==> config.mk <==
export PLATFORM = sky130hd
export DESIGN_NAME = local_space_router
export DESIGN_NICKNAME = d
export VERILOG_FILES = /design/src/rtl/lsr_pkg.sv /design/src/rtl/lsr_decode.sv /design/src/rtl/lsr_swap.sv /design/src/rtl/lsr_cfg.sv /design/src/rtl/local_space_router.sv
export SDC_FILE = /design/constraint.sdc
export NUM_CORES = 1
export LEC_CHECK = 0
export BUFFER_PORTS_ARGS = -buffer_cell sky130_fd_sc_hd__buf_2
export CAP_MARGIN = 5
export CORE_AREA = 8 8 97 99
export CTS_CLUSTER_DIAMETER = 80
export DETAILED_ROUTE_END_ITERATION = 12
export DIE_AREA = 0 0 105 107
export GPL_ROUTABILITY_DRIVEN = 0
export PLACE_DENSITY = 0.77
export REMOVE_ABC_BUFFERS = 1
export SKIP_LAST_GASP = 1
export SYNTH_ARGS = -nofsm -noshare
export SYNTH_HDL_FRONTEND = slang
export SYNTH_SLANG_ARGS = --single-unit
==> constraint.sdc <==
create_clock -name clk -period 2.4 [get_ports clk]
set_input_delay 0.48 -clock clk [delete_from_list [all_inputs] [get_ports clk]]
set_output_delay 0.48 -clock clk [all_outputs]
set_load 0.02 [all_outputs]
==> src/rtl/lsr_pkg.sv <==
package lsr_pkg;

    typedef enum logic [1:0] {
        WIN_REG   = 2'd0,
        WIN_MEM16 = 2'd1,
        WIN_MEM8  = 2'd2,
        WIN_NONE  = 2'd3
    } win_e;

    typedef enum logic [2:0] {
        SP_IO    = 3'd0,
        SP_ID    = 3'd1,
        SP_INT   = 3'd2,
        SP_MEM16 = 3'd3,
        SP_MEM8  = 3'd4
    } space_e;

    // flag index within the endian configuration bits
    localparam int FLAG_CTRL  = 0;
    localparam int FLAG_REG   = 1;
    localparam int FLAG_MEM16 = 2;
    localparam int FLAG_N     = 3;

endpackage

==> src/rtl/lsr_decode.sv <==
module lsr_decode
    import lsr_pkg::*;
#(
    parameter int SLOT_W          = 2,
    parameter int ADDR_W          = 25,
    parameter int OFF_W           = 23,
    parameter int REG_SLOT_SHIFT  = 8,
    parameter int REG_SPACE_SHIFT = 6,
    parameter int IO_OFF_W        = 7,
    parameter int IDI_OFF_W       = 6,
    parameter int MEM16_SHIFT     = 23,
    parameter int MEM8_SHIFT      = 22
) (
    input  logic [1:0]        win,
    input  logic              wide,
    input  logic [ADDR_W-1:0] addr,
    input  logic              be_reg,
    input  logic              be_m16,
    output logic              hit,
    output logic [SLOT_W-1:0] slot,
    output space_e            space,
    output logic [OFF_W-1:0]  off,
    output logic              byte_acc,
    output logic              swap
);
    logic              be;
    logic [ADDR_W-1:0] a;

    always_comb begin
        byte_acc = !wide || (win == WIN_MEM8);
        case (win)
            WIN_REG:   be = be_reg;
            WIN_MEM16: be = be_m16;
            default:   be = 1'b0;
        endcase
        a    = addr;
        a[0] = addr[0] ^ (be && byte_acc);
        swap = be && !byte_acc;

        hit   = 1'b1;
        slot  = '0;
        space = SP_IO;
        off   = '0;
        case (win)
            WIN_REG: begin
                slot = a[REG_SLOT_SHIFT +: SLOT_W];
                case (a[REG_SPACE_SHIFT +: 2])
                    2'd2: begin
                        space = SP_ID;
                        off   = OFF_W'(a[IDI_OFF_W-1:0]);
                    end
                    2'd3: begin
                        space = SP_INT;
                        off   = OFF_W'(a[IDI_OFF_W-1:0]);
                    end
                    default: begin
                        space = SP_IO;
                        off   = OFF_W'(a[IO_OFF_W-1:0]);
                    end
                endcase
            end
            WIN_MEM16: begin
                slot  = a[MEM16_SHIFT +: SLOT_W];
                space = SP_MEM16;
                off   = OFF_W'(a[MEM16_SHIFT-1:0]);
            end
            WIN_MEM8: begin
                slot  = a[MEM8_SHIFT +: SLOT_W];
                space = SP_MEM8;
                off   = OFF_W'(a[MEM8_SHIFT-1:0]);
            end
            default: hit = 1'b0;
        endcase
    end
endmodule

==> src/rtl/lsr_swap.sv <==
module lsr_swap #(
    parameter int DATA_W = 16,
    localparam int NB    = DATA_W / 8
) (
    input  logic [DATA_W-1:0] din,
    output logic [DATA_W-1:0] dout
);
    for (genvar b = 0; b < NB; b++) begin : g_lane
        assign dout[b*8 +: 8] = din[(NB-1-b)*8 +: 8];
    end
endmodule

==> src/rtl/lsr_cfg.sv <==
module lsr_cfg
    import lsr_pkg::*;
#(
    parameter int CFG_AW     = 8,
    parameter int CFG_BASE   = 'h2B,
    parameter int CFG_STRIDE = 4
) (
    input  logic              clk,
    input  logic              rst_n,
    input  logic              cfg_we,
    input  logic [CFG_AW-1:0] cfg_addr,
    input  logic              cfg_wflag,
    output logic [7:0]        cfg_rdata,
    output logic [FLAG_N-1:0] flags
);
    logic [FLAG_N-1:0] match;
    logic [FLAG_N-1:0] flags_d, flags_q;

    for (genvar k = 0; k < FLAG_N; k++) begin : g_match
        assign match[k] = (cfg_addr == CFG_AW'(CFG_BASE + k * CFG_STRIDE));
    end

    always_comb begin
        flags_d = flags_q;
        for (int k = 0; k < FLAG_N; k++) begin
            if (cfg_we && match[k]) flags_d[k] = cfg_wflag;
        end
    end

    always_ff @(posedge clk) begin
        if (!rst_n) flags_q <= '0;
        else        flags_q <= flags_d;
    end

    assign cfg_rdata = {7'b0, |(match & flags_q)};
    assign flags     = flags_q;
endmodule

==> src/rtl/local_space_router.sv <==
module local_space_router
    import lsr_pkg::*;
#(
    parameter int N_SLOTS          = 4,
    parameter int DATA_W           = 16,
    parameter int CFG_AW           = 8,
    parameter int MEM16_SHIFT      = 23,
    parameter int MEM8_SHIFT       = 22,
    parameter int REG_SLOT_SHIFT   = 8,
    parameter int REG_SPACE_SHIFT  = 6,
    parameter int IO_OFF_W         = 7,
    parameter int IDI_OFF_W        = 6,
    localparam int SLOT_W          = $clog2(N_SLOTS),
    localparam int ADDR_W          = MEM16_SHIFT + SLOT_W,
    localparam int OFF_W           = MEM16_SHIFT
) (
    input  logic                      clk,
    input  logic                      rst_n,
    input  logic                      req_valid,
    input  logic [1:0]                req_win,
    input  logic                      req_we,
    input  logic                      req_wide,
    input  logic [ADDR_W-1:0]         req_addr,
    input  logic [DATA_W-1:0]         req_wdata,
    output logic                      rsp_valid,
    output logic [DATA_W-1:0]         rsp_rdata,
    input  logic                      cfg_we,
    input  logic [CFG_AW-1:0]         cfg_addr,
    input  logic                      cfg_wflag,
    output logic [7:0]                cfg_rdata,
    output logic                      ctrl_big_endian,
    input  logic [N_SLOTS-1:0]        slot_present,
    output logic [N_SLOTS-1:0]        slot_stb,
    output logic [2:0]                slot_space,
    output logic [OFF_W-1:0]          slot_offset,
    output logic                      slot_we,
    output logic                      slot_wide,
    output logic [DATA_W-1:0]         slot_wdata,
    input  logic [N_SLOTS*DATA_W-1:0] slot_rdata
);
    typedef struct packed {
        logic              stb;
        logic [SLOT_W-1:0] slot;
        space_e            space;
        logic [OFF_W-1:0]  off;
        logic              we;
        logic              wide;
        logic [DATA_W-1:0] wdata;
        logic              rd;
        logic              rd_hit;
        logic              rd_swap;
        logic              rd_byte;
        logic              rsp_v;
        logic [DATA_W-1:0] rsp_d;
    } st_t;

    st_t st_d, st_q;

    logic [FLAG_N-1:0] flags;
    logic              dec_hit, dec_byte, dec_swap;
    logic [SLOT_W-1:0] dec_slot;
    space_e            dec_space;
    logic [OFF_W-1:0]  dec_off;
    logic [DATA_W-1:0] wdata_sw, rd_sel, rd_sw;

    lsr_cfg #(.CFG_AW(CFG_AW)) u_cfg (
        .clk(clk), .rst_n(rst_n), .cfg_we(cfg_we), .cfg_addr(cfg_addr),
        .cfg_wflag(cfg_wflag), .cfg_rdata(cfg_rdata), .flags(flags)
    );

    lsr_decode #(
        .SLOT_W(SLOT_W), .ADDR_W(ADDR_W), .OFF_W(OFF_W),
        .REG_SLOT_SHIFT(REG_SLOT_SHIFT), .REG_SPACE_SHIFT(REG_SPACE_SHIFT),
        .IO_OFF_W(IO_OFF_W), .IDI_OFF_W(IDI_OFF_W),
        .MEM16_SHIFT(MEM16_SHIFT), .MEM8_SHIFT(MEM8_SHIFT)
    ) u_dec (
        .win(req_win), .wide(req_wide), .addr(req_addr),
        .be_reg(flags[FLAG_REG]), .be_m16(flags[FLAG_MEM16]),
        .hit(dec_hit), .slot(dec_slot), .space(dec_space), .off(dec_off),
        .byte_acc(dec_byte), .swap(dec_swap)
    );

    lsr_swap #(.DATA_W(DATA_W)) u_wr_swap (.din(req_wdata), .dout(wdata_sw));

    assign rd_sel = slot_rdata[st_q.slot*DATA_W +: DATA_W];
    lsr_swap #(.DATA_W(DATA_W)) u_rd_swap (.din(rd_sel), .dout(rd_sw));

    always_comb begin
        st_d       = st_q;
        st_d.stb   = req_valid && dec_hit && slot_present[dec_slot];
        st_d.slot  = dec_slot;
        st_d.space = dec_space;
        st_d.off   = dec_off;
        st_d.we    = req_we;
        st_d.wide  = !dec_byte;
        if (dec_byte)      st_d.wdata = {{(DATA_W-8){1'b0}}, req_wdata[7:0]};
        else if (dec_swap) st_d.wdata = wdata_sw;
        else               st_d.wdata = req_wdata;
        st_d.rd      = req_valid && !req_we;
        st_d.rd_hit  = st_d.stb;
        st_d.rd_swap = dec_swap;
        st_d.rd_byte = dec_byte;

        // response stage: one cycle behind the strobe
        st_d.rsp_v = st_q.rd;
        if (!st_q.rd || !st_q.rd_hit) st_d.rsp_d = '0;
        else if (st_q.rd_byte)        st_d.rsp_d = {{(DATA_W-8){1'b0}}, rd_sel[7:0]};
        else if (st_q.rd_swap)        st_d.rsp_d = rd_sw;
        else                          st_d.rsp_d = rd_sel;
    end

    always_ff @(posedge clk) begin
        if (!rst_n) st_q <= '0;
        else        st_q <= st_d;
    end

    for (genvar s = 0; s < N_SLOTS; s++) begin : g_stb
        assign slot_stb[s] = st_q.stb && (st_q.slot == SLOT_W'(s));
    end

    assign slot_space      = st_q.space;
    assign slot_offset     = st_q.off;
    assign slot_we         = st_q.we;
    assign slot_wide       = st_q.wide;
    assign slot_wdata      = st_q.wdata;
    assign rsp_valid       = st_q.rsp_v;
    assign rsp_rdata       = st_q.rsp_d;
    assign ctrl_big_endian = flags[FLAG_CTRL];
endmodule

# Yosys cells after proc, flatten, opt, wreduce, memory -nomap -nowiden
# Cells that the tools add are included.
# Widths: inputs -> output; s select.
# word_totals
word_cells,72
reg_bits,70
# op_classes
order_cmp,1
n_bitwise,3
n_shift,1
muxes,13
n_reduce_logical,27
eq_ne,10
# op_table
operator,count
$pmux 23 s3,1
$shiftx 64x7->16,1
$mux 16,2
$eq 8x6->1 const B,3
$mux 8,2
$logic_and 1x1->1,12
$eq 2x2->1 const B,5
$pmux 3 s3,1
$reduce_or 3->1,3
$mux 7,1
$pmux 2 s3,1
$reduce_or 2->1,3
$logic_not 1->1,5
$eq 2x1->1 const B,2
$logic_not 2->1,2
$pmux 2 s2,1
$and 3x3->3,1
$lt 2x3->1 const B,1
$bmux 1 s2,1
$logic_or 1x1->1,2
$mux 1,2
$pmux 1 s2,1
$not 1->1,1
$xor 1x1->1,1

# Longest topological paths before layout
# depth
word_depth,6
ltp_mapped,6

# Cells and area by module
# A second synthesis with hierarchy kept.
# unflattened
cells_unflattened,392
area_unflattened_um2,3839.9
# by_module_without_submodules
module,area_each_um2,cells_per_inst,seq_area_each_um2,n_inst
local_space_router,2995.4,276,1341.3,1
lsr_decode,356.6,53,0.0,1
lsr_cfg,247.7,31,60.1,1
lsr_swap,120.1,16,0.0,2

# Least setup slack after synthesis
# No wires, ideal clock.
# synth_path
path_kind,input-to-output
start,input port cfg_addr[3]
end,output port cfg_rdata[0]
path_stages,4
t_required_ns,1.920
t_arrival_ns,1.214
path_buffers,0
path_slack_ns,0.706
cell_sequence,nor2b_1 -> a22oi_1 -> o21ai_0 -> and4_1
# synth_between
elab_chain_cells,3
word_cells_on_any_way,5
# synth_lines
element,line,rtl
start: declaration,local_space_router.sv:28,"input logic [CFG_AW-1:0] cfg_addr,"
$eq 8x6->1,lsr_cfg.sv:20,assign match[k] = (cfg_addr == CFG_AW'(CFG_BASE + k * CFG_STRIDE));
$and 3x3->3 (*),lsr_cfg.sv:35,"assign cfg_rdata = {7'b0, |(match & flags_q)};"
$reduce_or 3->1 (*),lsr_cfg.sv:35,
end: declaration,local_space_router.sv:30,"output logic [7:0] cfg_rdata,"
# Mark *: on every way between the ends. The rest lies on a longest branch, timed or not.

# Worst setup path in the final report
# layout_path
start,input port cfg_addr[4]
end,output port cfg_rdata[0]
# Same word-level chain as after synthesis.

==> impl_results.md <==
- Max_cap viols: 0
- Sw Pwr: 670 uW
- CTS tree: done
- Root Buffer: clkbuf_8
- Setup ws final: 0.477 ns
- Drt pass-1 iters: 4
- Power density over the cells: 642 nW/um^2
- Part of the cycle the worst path needs: 0.801
- GR Overflow Total: 0
- Initial antenna violation count: 1
- Antenna viol nets, final: 0
- Share of flip-flops with an asynchronous set or reset: 0
- Initial drt markers: 114
- Fmax: 0.520 GHz
- # resized after CTS: 0
- Hpwl dp: 7560 um
- DP Area: 3990 sq um
- Largest family of logic cells by synthesized area: multiplexers
- Site Rows: 33
- Worst-Skew Late Latency: 0.34 ns
- Yosys reg bits: 70
- I/O Buffers: 192
- DP Worst Slack: 0.367 ns
- Crit end category: output pin
- Final Util: 0.533
- N_diodes: 0
- Worst slew margin: 0.427
- CP max-delay cell: nor2b_1
- Crit path max fanout: 4
- Worst-margin pin slew: 0.855 ns
- Startpoint type of the worst setup path: input port
- Power share of the clock group: 0.402
- First-pass GRT wire length: 15100 um
- Hold WC Path Type: in -> reg
- Combinational Power Share: 0.150
- Most frequent cells in the layout: buf_2, dfxtp_1, nor2_1
- Postcts setup bufs: 0
- Sequential area share after synthesis: 0.410
- Unrepaired setup endpoints after global routing: no
- GR Util All Layers: 0.166
- Post-synthesis compound-gate area fraction: 0.0399
- Flop pwr share: 0.448
- Routed wire length: 9310 um
- I/O pin count: 200
- Post-synth top flop: dfxtp_1
- H-tree Lvls: 3
- Cell Area, Synth: 3410 sq um
- WP data required: 1.92 ns
- Worst IR drop on VDD: 0.373 mV
- Die height: 107 um
- Worst path max stage delay: 0.22 ns
- Initial Util: 0.431
- Vias in the first global route: 3035
- Core area: 7930 sq um
- Final Setup Violations: 0
- Clock Skew: 0.00712 ns
- Synthesized instance count: 336
- Commonest non-fill, non-tap cell in the layout: buf_2
- Via Count: 2740
- DR DRC count: 0
- Share of layout cells above drive strength 1: 0.500
- P_leak: 0.00208 uW
- Hold Violations, Final: 0
- CP Data Arrival Time: 1.44 ns
- Fin area: 4220 sq um
- Mux share of post-synthesis cell area: 0.206
- Synth Area in XOR/XNOR: 0.00513
- Setup Crit Path Kind: in -> out
- # hold bufs at CTS: 0
- Minimum clock period: 1.92 ns
- Setup TNS: 0 ns
- CTS Sinks: 70
- Simple-gate share of the synthesized area: 0.165
- Mean post-synth cell area: 10.2 sq um
- EDFF count, synth: 0
- CP Cell Sequence: buf_2 -> nor2b_1 -> a22oi_1 -> o21ai_0 -> and4_1 -> buf_2
- Vias per cell: 4.73
- CTS max path bufs: 2
- Pin count of the biggest net entering global routing: 21
- Final Max Tran Viols: 0
- P_int: 2040 uW
- Synth Warn #: 0
- Clock transition at path regs: 0.07 ns
- P&R area growth vs syn: 23.6%
- Fin nets: 595
- Status: completed
- Netlist cell types: 43
- Die area: 11200 sq um
- Switching share of power: 0.247
- Synth Area in Adders: 0
- Critical Path Most Common Cell: buf_2
- Die X: 105 um
- Detailed-route wire length per cell: 16.1 um
- TritonCTS buffer count: 9
==> path summary, 6_finish.rpt <==
path	from	end	slack, ns	cells after the start
worst max-delay path	cfg_addr[4]	cfg_rdata[0]	0.48	6
worst min-delay path	req_we	st_d[16]	0.33	2
worst max register to register	u_cfg.flags[2]	slot_wdata[0]	0.68	4
worst min register to register	u_cfg.flags[0]	u_cfg.flags[0]	0.49	2
==> per-layer routing <==
metal	wire, um	global-route usage
met5	12	0
met4	109	0.0550
met3	793	0.0702
met2	4770	0.295
met1	3630	0.173
==> through the flow <==
step                hold WS [ns]  power, uW  std cells
CTS                        0.318       2740        579
finish                     0.334       2710        579
global route               0.320       2850        579
floorplan                  0.454       1450        261
detailed placement         0.479       1650        563
global placement           0.463       1640        563
==> state kept, by name, indices dropped and copies added (netlist names) <==
name	flops
rsp_rdata	16
slot_we	1
slot_offset	23
slot_wdata	16
slot_wide	1
st_q	5
u_cfg.flags	3
slot_space	3
st_d	1
rsp_valid	1
==> critical path: cells and delay by family <==
| kind | cells | cell delay (ns) |
|---|---|---|
| AOI/OAI and AO/OA | 2 | 0.28 |
| and+or+nand+nor | 2 | 0.42 |
| buffers and inverters | 2 | 0.26 |
==> cell usage after synthesis, types with 2 or more instances <==
cell      count  share of area
inv_1         3         0.0033
and2_1        8          0.015
nor3b_1       6          0.013
clkbuf_1      5         0.0055
mux2i_1      28          0.082
nand2_1      25          0.027
buf_2         5         0.0073
nor2_1       31          0.034
xor2_1        2         0.0051
buf_6         2         0.0066
nand4_1       2         0.0037
nor2b_1       4         0.0073
a21oi_1      12          0.018
o21ai_0       2         0.0029
nor3_1        2         0.0029
mux4_2       16           0.11
and3_1       16          0.029
nand2b_1      6          0.011
buf_4        67           0.15
dfxtp_1      70           0.41
nand3_1       2         0.0029
==> layout make-up <==
| cell class | count | area [sq um] |
|---|---|---|
| clock buffers | 11 | 151 |
| flip-flops and latches | 70 | 1400 |
| clock inverters | 5 | 81.3 |
| fillers | 749 | 3710 |
| well taps | 105 | 131 |
| multi-input cells | 188 | 1450 |
| repair buffers | 197 | 998 |
| inverters | 3 | 11.3 |
==> cell families (layout without fill, tap and decap cells) <==
family	Yosys count	in the layout
muxes	48	48
buffers and inverters	84	216
and+or+nand+nor	109	109
xor gates and xnor gates	2	2
other	1	7
AOI/OAI and AO/OA	22	22
DFF	70	70
==> power by group through the flow <==
| stage | Sequential [uW] | Clock (uW) | Combinational, uW |
|---|---|---|---|
| 4_1_cts | 1210 | 1120 | 411 |
| 2_1_floorplan | 1300 | 0 | 152 |
| 6_report | 1210 | 1090 | 407 |
| 5_1_grt | 1220 | 1190 | 447 |
| 3_5_place_dp | 1240 | 0 | 409 |
| 3_3_place_gp | 1240 | 0 | 398 |
(Power assumes the default switching activity.)
